## src/rtl/gpio_port_pkg.sv

```systemverilog
package gpio_port_pkg;

  typedef enum logic [3:0] {
    IDX_DIR   = 4'd0,
    IDX_OUT   = 4'd1,
    IDX_SET   = 4'd2,
    IDX_CLR   = 4'd3,
    IDX_MASK  = 4'd4,
    IDX_MPORT = 4'd5,
    IDX_PIN   = 4'd6,
    IDX_SEL0  = 4'd7,
    IDX_SEL1  = 4'd8,
    IDX_CFG   = 4'd9,
    IDX_STAT  = 4'd10
  } regIdx_e;

  typedef struct packed {
    logic        wrDir;
    logic        wrOut;
    logic        wrSet;
    logic        wrClr;
    logic        wrMask;
    logic        wrMport;
    logic        wrSel0;
    logic        wrSel1;
    logic        wrCfg;
    logic        wrStat;
    logic [31:0] laneMask;
  } wrStrobe_t;

endpackage

```

## src/rtl/gpio_port_ctrl.sv

```systemverilog
module gpio_port_ctrl
  import gpio_port_pkg::*;
(
  input  logic       busSel,
  input  logic       busWr,
  input  logic [3:0] busAddr,
  input  logic [3:0] busBe,
  output wrStrobe_t  stb
);

  logic wrEn;
  assign wrEn = busSel & busWr;

  always_comb begin
    stb = '0;
    for (int k = 0; k < 4; k++) begin
      stb.laneMask[8*k +: 8] = {8{busBe[k]}};
    end
    if (wrEn) begin
      case (regIdx_e'(busAddr))
        IDX_DIR:   stb.wrDir   = 1'b1;
        IDX_OUT:   stb.wrOut   = 1'b1;
        IDX_SET:   stb.wrSet   = 1'b1;
        IDX_CLR:   stb.wrClr   = 1'b1;
        IDX_MASK:  stb.wrMask  = 1'b1;
        IDX_MPORT: stb.wrMport = 1'b1;
        IDX_SEL0:  stb.wrSel0  = 1'b1;
        IDX_SEL1:  stb.wrSel1  = 1'b1;
        IDX_CFG:   stb.wrCfg   = 1'b1;
        IDX_STAT:  stb.wrStat  = 1'b1;
        default:   ;
      endcase
    end
  end

endmodule

```

## src/rtl/gpio_port_dp.sv

```systemverilog
module gpio_port_dp
  import gpio_port_pkg::*;
#(
  parameter int PORT_W = 16,
  parameter int NUM_CH = 8
) (
  input  logic              clk,
  input  logic              rstN,
  input  wrStrobe_t         stb,
  input  logic [3:0]        busAddr,
  input  logic [31:0]       busWdata,
  input  logic [PORT_W-1:0] pinIn,
  output logic [31:0]       busRdata,
  output logic [PORT_W-1:0] pinOe,
  output logic [PORT_W-1:0] pinOut,
  output logic              irq
);

  localparam int SEL_W = (PORT_W > 1) ? $clog2(PORT_W) : 1;
  localparam int PAD_W = 1 << SEL_W;

  logic [PORT_W-1:0] dirReg, outReg, maskReg;
  logic [PORT_W-1:0] syncA, pinSync;
  logic [PORT_W-1:0] laneW, wrW, mportLane;
  logic [PAD_W-1:0]  pinPad;
  logic [SEL_W-1:0]  chSel [NUM_CH];
  logic [NUM_CH-1:0] cfgEn, cfgLvl, cfgPol;
  logic [NUM_CH-1:0] srcVal, srcPrev, edgeStat, lvlStat, statVec, edgeEvt, clrBits;

  assign laneW     = stb.laneMask[PORT_W-1:0];
  assign wrW       = busWdata[PORT_W-1:0] & laneW;
  assign mportLane = laneW & ~maskReg;

  // Port registers
  always_ff @(posedge clk or negedge rstN) begin
    if (!rstN) begin
      dirReg  <= '0;
      outReg  <= '0;
      maskReg <= '0;
    end else begin
      if (stb.wrDir)  dirReg  <= (dirReg & ~laneW) | wrW;
      if (stb.wrMask) maskReg <= (maskReg & ~laneW) | wrW;
      if (stb.wrOut)        outReg <= (outReg & ~laneW) | wrW;
      else if (stb.wrSet)   outReg <= outReg | wrW;
      else if (stb.wrClr)   outReg <= outReg & ~wrW;
      else if (stb.wrMport) outReg <= (outReg & ~mportLane) | (busWdata[PORT_W-1:0] & mportLane);
    end
  end

  // Input synchronizer
  always_ff @(posedge clk or negedge rstN) begin
    if (!rstN) begin
      syncA   <= '0;
      pinSync <= '0;
    end else begin
      syncA   <= pinIn;
      pinSync <= syncA;
    end
  end

  always_comb begin
    pinPad = '0;
    pinPad[PORT_W-1:0] = pinSync;
  end

  // Channel configuration
  always_ff @(posedge clk or negedge rstN) begin
    if (!rstN) begin
      cfgEn  <= '0;
      cfgLvl <= '0;
      cfgPol <= '0;
      for (int c = 0; c < NUM_CH; c++) chSel[c] <= '0;
    end else begin
      if (stb.wrCfg && stb.laneMask[0])  cfgEn  <= busWdata[NUM_CH-1:0];
      if (stb.wrCfg && stb.laneMask[8])  cfgLvl <= busWdata[8 +: NUM_CH];
      if (stb.wrCfg && stb.laneMask[16]) cfgPol <= busWdata[16 +: NUM_CH];
      for (int c = 0; c < NUM_CH; c++) begin
        if (((c < 4) ? stb.wrSel0 : stb.wrSel1) && stb.laneMask[8*(c%4)])
          chSel[c] <= busWdata[8*(c%4) +: SEL_W];
      end
    end
  end

  // Per-channel detection
  genvar g;
  generate
    for (g = 0; g < NUM_CH; g++) begin : gCh
      assign srcVal[g]  = pinPad[chSel[g]];
      assign edgeEvt[g] = cfgEn[g] & ~cfgLvl[g] &
                          (cfgPol[g] ? (srcVal[g] & ~srcPrev[g]) : (~srcVal[g] & srcPrev[g]));
      assign clrBits[g] = stb.wrStat & stb.laneMask[g] & busWdata[g];
      assign statVec[g] = cfgLvl[g] ? lvlStat[g] : edgeStat[g];
    end
  endgenerate

  always_ff @(posedge clk or negedge rstN) begin
    if (!rstN) begin
      srcPrev  <= '0;
      edgeStat <= '0;
      lvlStat  <= '0;
    end else begin
      srcPrev  <= srcVal;
      edgeStat <= (edgeStat & ~clrBits) | edgeEvt;
      lvlStat  <= cfgEn & cfgLvl & ~(srcVal ^ cfgPol);
    end
  end

  assign irq    = |(statVec & cfgEn);
  assign pinOe  = dirReg;
  assign pinOut = outReg;

  // Read mux
  always_comb begin
    busRdata = '0;
    case (regIdx_e'(busAddr))
      IDX_DIR:   busRdata[PORT_W-1:0] = dirReg;
      IDX_OUT:   busRdata[PORT_W-1:0] = outReg;
      IDX_MASK:  busRdata[PORT_W-1:0] = maskReg;
      IDX_MPORT: busRdata[PORT_W-1:0] = pinSync & ~maskReg;
      IDX_PIN:   busRdata[PORT_W-1:0] = pinSync;
      IDX_SEL0, IDX_SEL1: begin
        for (int c = 0; c < NUM_CH; c++) begin
          if ((c < 4) == (regIdx_e'(busAddr) == IDX_SEL0))
            busRdata[8*(c%4) +: SEL_W] = chSel[c];
        end
      end
      IDX_CFG: begin
        busRdata[NUM_CH-1:0]  = cfgEn;
        busRdata[8 +: NUM_CH]  = cfgLvl;
        busRdata[16 +: NUM_CH] = cfgPol;
      end
      IDX_STAT:  busRdata[NUM_CH-1:0] = statVec;
      default:   ;
    endcase
  end

  // Assertions
  a_r1_reset_outputs: assert property (@(posedge clk) !rstN |=> (pinOe == '0 && pinOut == '0 && !irq))
    else $error("R1: outputs not cleared by reset");

  a_r3_set_bits: assert property (@(posedge clk) disable iff (!rstN)
    stb.wrSet |=> ((pinOut & $past(wrW)) == $past(wrW)))
    else $error("R3: set write left a bit low");

  a_r4_clr_bits: assert property (@(posedge clk) disable iff (!rstN)
    stb.wrClr |=> ((pinOut & $past(wrW)) == '0))
    else $error("R4: clear write left a bit high");

  a_r5_mport_protects: assert property (@(posedge clk) disable iff (!rstN)
    stb.wrMport |=> (((pinOut ^ $past(pinOut)) & $past(maskReg)) == '0))
    else $error("R5: masked bit changed by masked write");

  a_r10_edge_sticky: assert property (@(posedge clk) disable iff (!rstN)
    1'b1 |=> (($past(edgeStat) & ~$past(clrBits) & ~edgeStat) == '0))
    else $error("R10: edge status dropped without clear");

endmodule

```

## src/rtl/gpio_port_ctrl_top.sv

```systemverilog
module gpio_port_ctrl_top
  import gpio_port_pkg::*;
#(
  parameter int PORT_W = 16,
  parameter int NUM_CH = 8
) (
  input  logic              clk,
  input  logic              rstN,
  input  logic              busSel,
  input  logic              busWr,
  input  logic [3:0]        busAddr,
  input  logic [31:0]       busWdata,
  input  logic [3:0]        busBe,
  output logic [31:0]       busRdata,
  input  logic [PORT_W-1:0] pinIn,
  output logic [PORT_W-1:0] pinOe,
  output logic [PORT_W-1:0] pinOut,
  output logic              irq
);

  wrStrobe_t stb;

  gpio_port_ctrl u_ctrl (
    .busSel (busSel),
    .busWr  (busWr),
    .busAddr(busAddr),
    .busBe  (busBe),
    .stb    (stb)
  );

  gpio_port_dp #(.PORT_W(PORT_W), .NUM_CH(NUM_CH)) u_dp (
    .clk     (clk),
    .rstN    (rstN),
    .stb     (stb),
    .busAddr (busAddr),
    .busWdata(busWdata),
    .pinIn   (pinIn),
    .busRdata(busRdata),
    .pinOe   (pinOe),
    .pinOut  (pinOut),
    .irq     (irq)
  );

endmodule

```

## config.mk

```make
export PLATFORM = sky130hd
export DESIGN_NAME = gpio_port_ctrl_top
export DESIGN_NICKNAME = d
export VERILOG_FILES = /design/src/rtl/gpio_port_pkg.sv /design/src/rtl/gpio_port_ctrl.sv /design/src/rtl/gpio_port_dp.sv /design/src/rtl/gpio_port_ctrl_top.sv
export SDC_FILE = /design/constraint.sdc
export NUM_CORES = 1
export LEC_CHECK = 0
export BUFFER_PORTS_ARGS = -buffer_cell sky130_fd_sc_hd__buf_2
export CAP_MARGIN = 20
export CORE_MARGIN = 1
export CORE_UTILIZATION = 40
export CTS_BUF_LIST = sky130_fd_sc_hd__clkbuf_8
export CTS_CLUSTER_DIAMETER = 60
export CTS_CLUSTER_SIZE = 14
export DETAILED_ROUTE_END_ITERATION = 10
export PLACE_DENSITY = 0.56
export SYNTH_ARGS = -nofsm -noshare
export SYNTH_HDL_FRONTEND = slang
export SYNTH_SLANG_ARGS = --single-unit
```

## constraint.sdc

```tcl
create_clock -name clk -period 3 [get_ports clk]
set_input_delay 0 -clock clk [delete_from_list [all_inputs] [get_ports clk]]
set_output_delay 0 -clock clk [all_outputs]
set_load 0.03 [all_outputs]
```

# After elaboration in Yosys (flattened, before gate mapping)
# Index checks and enable logic that the tools add are counted.
# totals
reg_bits,160
latch_bits,0
mem_bits_rw,0
romBits,0
in_bits,60
output_inout_bits,65
wordCells,202
n_memories,0
# op_classes
addsub,0
multipliers,0
div,0
n_lt_le_gt_ge,8
eq_ne,10
shift,0
n_mux,58
bitwise,92
n_reduce_logical,15
# ops
op,n
16-bit bitwise AND,9
16-bit OR,5
16-bit two-way mux,4
16-bit NOT,4
4-bit case mux with 7 select lines,2
1-bit bitwise AND,42
"4-bit by 5-bit < comparator with 1-bit output, second input constant",8
1-bit two-way mux,34
8-bit bitwise AND,4
1-bit binary-select mux with 4-bit select,8
4-bit case mux with 8 select lines,1
4-bit two-way mux,6
1-bit NOT,24
4-bit case mux with 6 select lines,1
"4-bit by 3-bit equality test with 1-bit output, second input constant",4
8-bit NOT,2
"4-bit equality test, second input constant",3
1-bit logical AND,11
10-bit two-way mux,1
"4-bit by 2-bit equality test with 1-bit output, second input constant",2
8-bit OR,1
4-bit case mux with 2 select lines,1
8-bit OR reduction,1
8-bit bitwise XOR,1
other kinds (4),4

# Depth between registers and ports, before layout
# depth
depth_word,9
mapped_depth,7
mapped_depth_nobuf,4

# Hierarchy
# From an unflattened synthesis, not the netlist that was laid out.
# unflattened
hier_cells,957
area_unflattened_um2,10144.7
# by_module_without_submodules
module,n_inst,cells_each,area_each_um2,seq_area_each_um2
gpio_port_dp,1,909,9801.9,4003.8
gpio_port_ctrl,1,48,342.8,0.0

# Least setup slack after synthesis
# Ideal clock, no wire load.
# synth_timing
path_kind,register to register
from,register u_dp.chSel[16] (netlist bit)
to,register u_dp.edgeStat[3]
setup_ns,0.087
arrival_ns,1.655
t_required_ns,2.913
slack_ns,1.259
stages_incl_launch_ff,6
n_path_buf,1
period_less_slack_ns,1.741
cell_sequence,dfrtp_1 > buf_2 > mux4_2 > mux2i_1 > mux2_2 > o211ai_1
# synth_via
elab_chain_cells,7
word_cells_on_any_way,8
classes_between,3 x mux; 5 x bitwise
# synth_rtl
element,line,rtl
start: declaration,gpio_port_dp.sv:26,logic [SEL_W-1:0] chSel [NUM_CH];
start signal: indexed assignment,gpio_port_dp.sv:79,chSel[c] <= busWdata[8*(c%4) +: SEL_W];
1-bit binary-select mux with 4-bit select *,gpio_port_dp.sv:88,assign srcVal[g] = pinPad[chSel[g]];
1-bit two-way mux (not written as such) *,gpio_port_dp.sv:88,
1-bit NOT,gpio_port_dp.sv:90,(cfgPol[g] ? (srcVal[g] & ~srcPrev[g]) : (~srcVal[g] & srcPrev[g]));
1-bit bitwise AND,gpio_port_dp.sv:90,
1-bit two-way mux *,gpio_port_dp.sv:90,
1-bit bitwise AND *,gpio_port_dp.sv:89,assign edgeEvt[g] = cfgEn[g] & ~cfgLvl[g] &
8-bit OR *,gpio_port_dp.sv:103,edgeStat <= (edgeStat & ~clrBits) | edgeEvt;
end signal: assignment,gpio_port_dp.sv:103,
end: declaration,gpio_port_dp.sv:28,"logic [NUM_CH-1:0] srcVal, srcPrev, edgeStat, lvlStat, statVec, edgeEvt, clrBits;"
# Mark *: on every way between the ends. The rest lies on a longest branch, timed or not. The select of a mux whose other input is x is not followed.
# A chain may end at the register's enable or synchronous reset.

# Final worst setup path
# layout_timing
from,"register u_dp.pinSync[7], in the netlist u_dp.pinPad[7]"
to,register u_dp.edgeStat[6]
# layout_via
elab_chain_cells,7
word_cells_on_any_way,8
classes_between,3 x mux; 5 x bitwise
# layout_rtl
element,line,rtl
start: declaration,gpio_port_dp.sv:23,"logic [PORT_W-1:0] syncA, pinSync;"
start signal: assignment,gpio_port_dp.sv:57,pinSync <= syncA;
1-bit binary-select mux with 4-bit select *,gpio_port_dp.sv:88,
1-bit two-way mux (not written as such) *,gpio_port_dp.sv:88,
1-bit NOT,gpio_port_dp.sv:90,
1-bit bitwise AND,gpio_port_dp.sv:90,
1-bit two-way mux *,gpio_port_dp.sv:90,
1-bit bitwise AND *,gpio_port_dp.sv:89,
8-bit OR *,gpio_port_dp.sv:103,
# Marked as above.

==> impl_metrics.json <==
{
  "yosys.area_share.xor_xnor": 0.000959,
  "h-tree-depth": 4,
  "port_buffers": 116,
  "required_ns": 3.38,
  "drtAntennaViolNets": 0,
  "min_to": "u_dp.chSel[17]",
  "irDropWorstVdd_mv": 0.318,
  "via_per_inst": 6.05,
  "finalHoldViolations": 0,
  "grt.total_usage": 0.249,
  "cts_root_buffer": "clkbuf_8",
  "worst_path_max_delay_cell": "dfrtp_1",
  "die_w_um": 153,
  "row_count": 54,
  "core_mm2": 0.0221,
  "slew_headroom": 0.465,
  "critPathMaxFanout": 10,
  "synth_fa_ha_area_frac": 0,
  "cp-end-kind": "flip-flop",
  "clkTransAtPathRegs_ns": 0.10,
  "synth.area.mux_share": 0.259,
  "p_total_w": 0.00586,
  "syn-cell-area_mm2": 0.00913,
  "gp_congestion": 0.875,
  "cpPeakStageDelay_ns": 0.60,
  "busiest_layer": "met2",
  "worstHoldStart": "busBe[3]",
  "area_growth_pct": 18.1,
  "first_pass_iters": 5,
  "setup_viol_count_final": 0,
  "synth.avg_cell_area_um2": 11.4,
  "path_class": "reg2reg",
  "ys_warn_count": 0,
  "antenna_found_initial": 1,
  "grt_max_degree": 71,
  "finClkSkew_ns": 0.0145,
  "ys_top_cells_by_area": "dfrtp_1 44%, mux2_2 13%, mux4_2 7.9%",
  "hold_class": "in2reg",
  "start_util": 0.413,
  "insertion_delay_ns": 0.47,
  "grt_pass1_vias": 7337,
  "place_hpwl_um": 19700,
  "synth_compound_gate_area_share": 0.134,
  "num_vias": 7476,
  "worst_slew_pin_slew_ns": 0.803,
  "cts_max_path_buffers": 2,
  "drive_above_1_share": 0.331,
  "tns_ns": 0,
  "cp.arrival_ns": 2.67,
  "met3_usage": 0.0658,
  "reg2reg_to": "u_dp.edgeStat[6]",
  "grt_first_pass_wirelength_um": 43600,
  "die_area_mm2": 0.0234,
  "crit_chain": "mux4_2 > mux2i_1 > mux2_2 > o211ai_1",
  "grt_use_met2": 0.375,
  "die_y_um": 153,
  "timing.rr.start": "u_dp.pinPad[7]",
  "grt-ovfl-total": 0,
  "tritoncts": "done",
  "worstRegToRegCells": 4,
  "yosysTopAreaCellShare": 0.438,
  "drc_errors": 0,
  "startpoint_type": "flip-flop",
  "drv_cap": 0,
  "cellPowerDensity_mw_per_mm2": 544,
  "drt_iter0_drc": 573,
  "drt-wirelength-per-cell_um": 23.0,
  "ys_ff_latch": 160,
  "seq_area_frac_synth": 0.438,
  "yosysTopAreaCell": "dfrtp_1",
  "syn_inst": 801,
  "synth_ff_type": "dfrtp_1",
  "fmax_mhz": 436,
  "synth-edff-count": 0,
  "fin_nets": 1001,
  "min_period_ns": 2.29,
  "async_flop_share": 1.00,
  "io_pins": 125,
  "slew_viol_final": 0,
  "rsz0062_at_grt": "no",
  "wl_um": 28400,
  "status": "finished, final reports clean",
  "fin_crit_sh": 0.764,
  "cts_inserted_buffers": 17,
  "grt_use_met1": 0.345,
  "clock_sinks": 160,
  "rrSetupSlack_ns": 0.71,
  "synth_top_family_by_area": "multiplexers",
  "hold_path_depth": 4,
  "p_leak_nw": 4.75,
  "synth_cell_types": 50,
  "synth_simple_gate_area_frac": 0.130
}
## stage by stage
stage	area (um^2)	cells	hold slack [ns]	setup WS, ns	util
finish	10800	1235	0.0557	0.708	0.488
floorplan	9150	804	-0.296	1.26	-
global route	10800	1234	0.0655	0.607	0.488
detailed placement	9940	1157	0.0644	0.768	0.450
CTS	10800	1234	0.0372	0.766	0.488
global placement	9940	1157	0.0701	0.753	0.450
## synth_stat cells, types with 2 or more instances
cell type and number:
buf_6 2, buf_4 4, a222oi_1 13, a211o_1 4, and3_1 3, a22o_1 12
o2111ai_1 2, a21o_1 7, nand4_1 12, clkbuf_1 28, inv_1 13, nor2_1 30
buf_2 26, a22oi_1 22, o21a_1 2, mux2i_1 42, nand2b_1 16, mux2i_2 4
and2_1 8, nor2_2 5, mux2_2 104, nand3b_1 10, mux4_2 32, o211ai_1 15
dfrtp_1 160, nand2_1 58, nor2b_1 18, nor3_1 9, a32o_1 9, and3b_1 2
nor3b_1 16, o21ai_0 34, a21oi_1 27, nand3_1 12, nor4bb_1 3, nand4b_1 4
a221o_1 16, nor4b_1 5
## cell families (layout without fill, tap and decap cells)
| kind of cell | after synthesis | in the layout |
|---|---|---|
| flops | 160 | 160 |
| xor+xnor | 1 | 1 |
| mux | 182 | 182 |
| other cells | 1 | 5 |
| buf+inv | 74 | 224 |
| simple gates | 216 | 216 |
| compound gates | 167 | 167 |
## worst max-delay path by stage
stage | startpoint | endpoint | slack, ns | cells after the start
2_1_floorplan | u_dp.chSel[16] | u_dp.edgeStat[3] | 1.26 | 5
3_3_place_gp | busAddr[2] | u_dp.chSel[21] | 0.75 | 6
3_5_place_dp | busAddr[2] | u_dp.chSel[29] | 0.77 | 6
4_1_cts | u_dp.pinPad[7] | u_dp.edgeStat[6] | 0.77 | 4
5_1_grt | busAddr[2] | busRdata[3] | 0.61 | 6
6_report | u_dp.pinPad[7] | u_dp.edgeStat[6] | 0.71 | 4
## critical path: cells and delay by family (launching register included)
| kind | cells | cell delay, ns |
|---|---|---|
| AO/OA/AOI/OAI | 1 | 0.08 |
| flip-flops | 1 | 0.60 |
| multiplexers | 3 | 1.53 |
## cell type report
cell class              count  area, um^2
flip-flops and latches    160        4000
well taps                 280         350
repair buffers            179        1180
multi-input cells         570        4810
inverters                  13        48.8
clock buffers              19         262
diodes                      1        2.50
fillers                  2085       11300
clock inverters            13         128
## power by group
part	total (W)	internal [W]	switching [W]	leakage [nW]
sequential	0.00285	0.00243	0.000420	2.03
clock	0.00160	0.000715	0.000888	0.184
combinational	0.00141	0.000681	0.000734	2.53
## layout by cell type, fill, tap and decap left out, drive strengths merged, types with 13 or more instances in the layout
cell,instances
mux2i,46
a222oi,13
nor3b,16
mux2,104
nand2b,16
nand2,59
clkbuf,19
o211ai,15
mux4,32
nor2,35
buf,134
a22oi,22
dlygate4sd3,45
inv,18
o21ai,35
a221o,16
a21oi,27
nor2b,18
dfrtp,160
## per-layer routing
| layer | up-vias | wire length [um] |
|---|---|---|
| li1 | 3326 | - |
| met2 | 332 | 13000 |
| met3 | 47 | 2220 |
| met1 | 3771 | 12600 |
| met5 | - | 0 |
| met4 | 0 | 667 |
## what timing repair did
| action | CTS | global route |
|---|---|---|
| hold buffers | 45 | 0 |
| buffers inserted | 0 | 0 |
| hold endpoints to repair | 182 | 0 |
| resized for setup | 0 | 0 |
(Power assumes the default switching activity.)
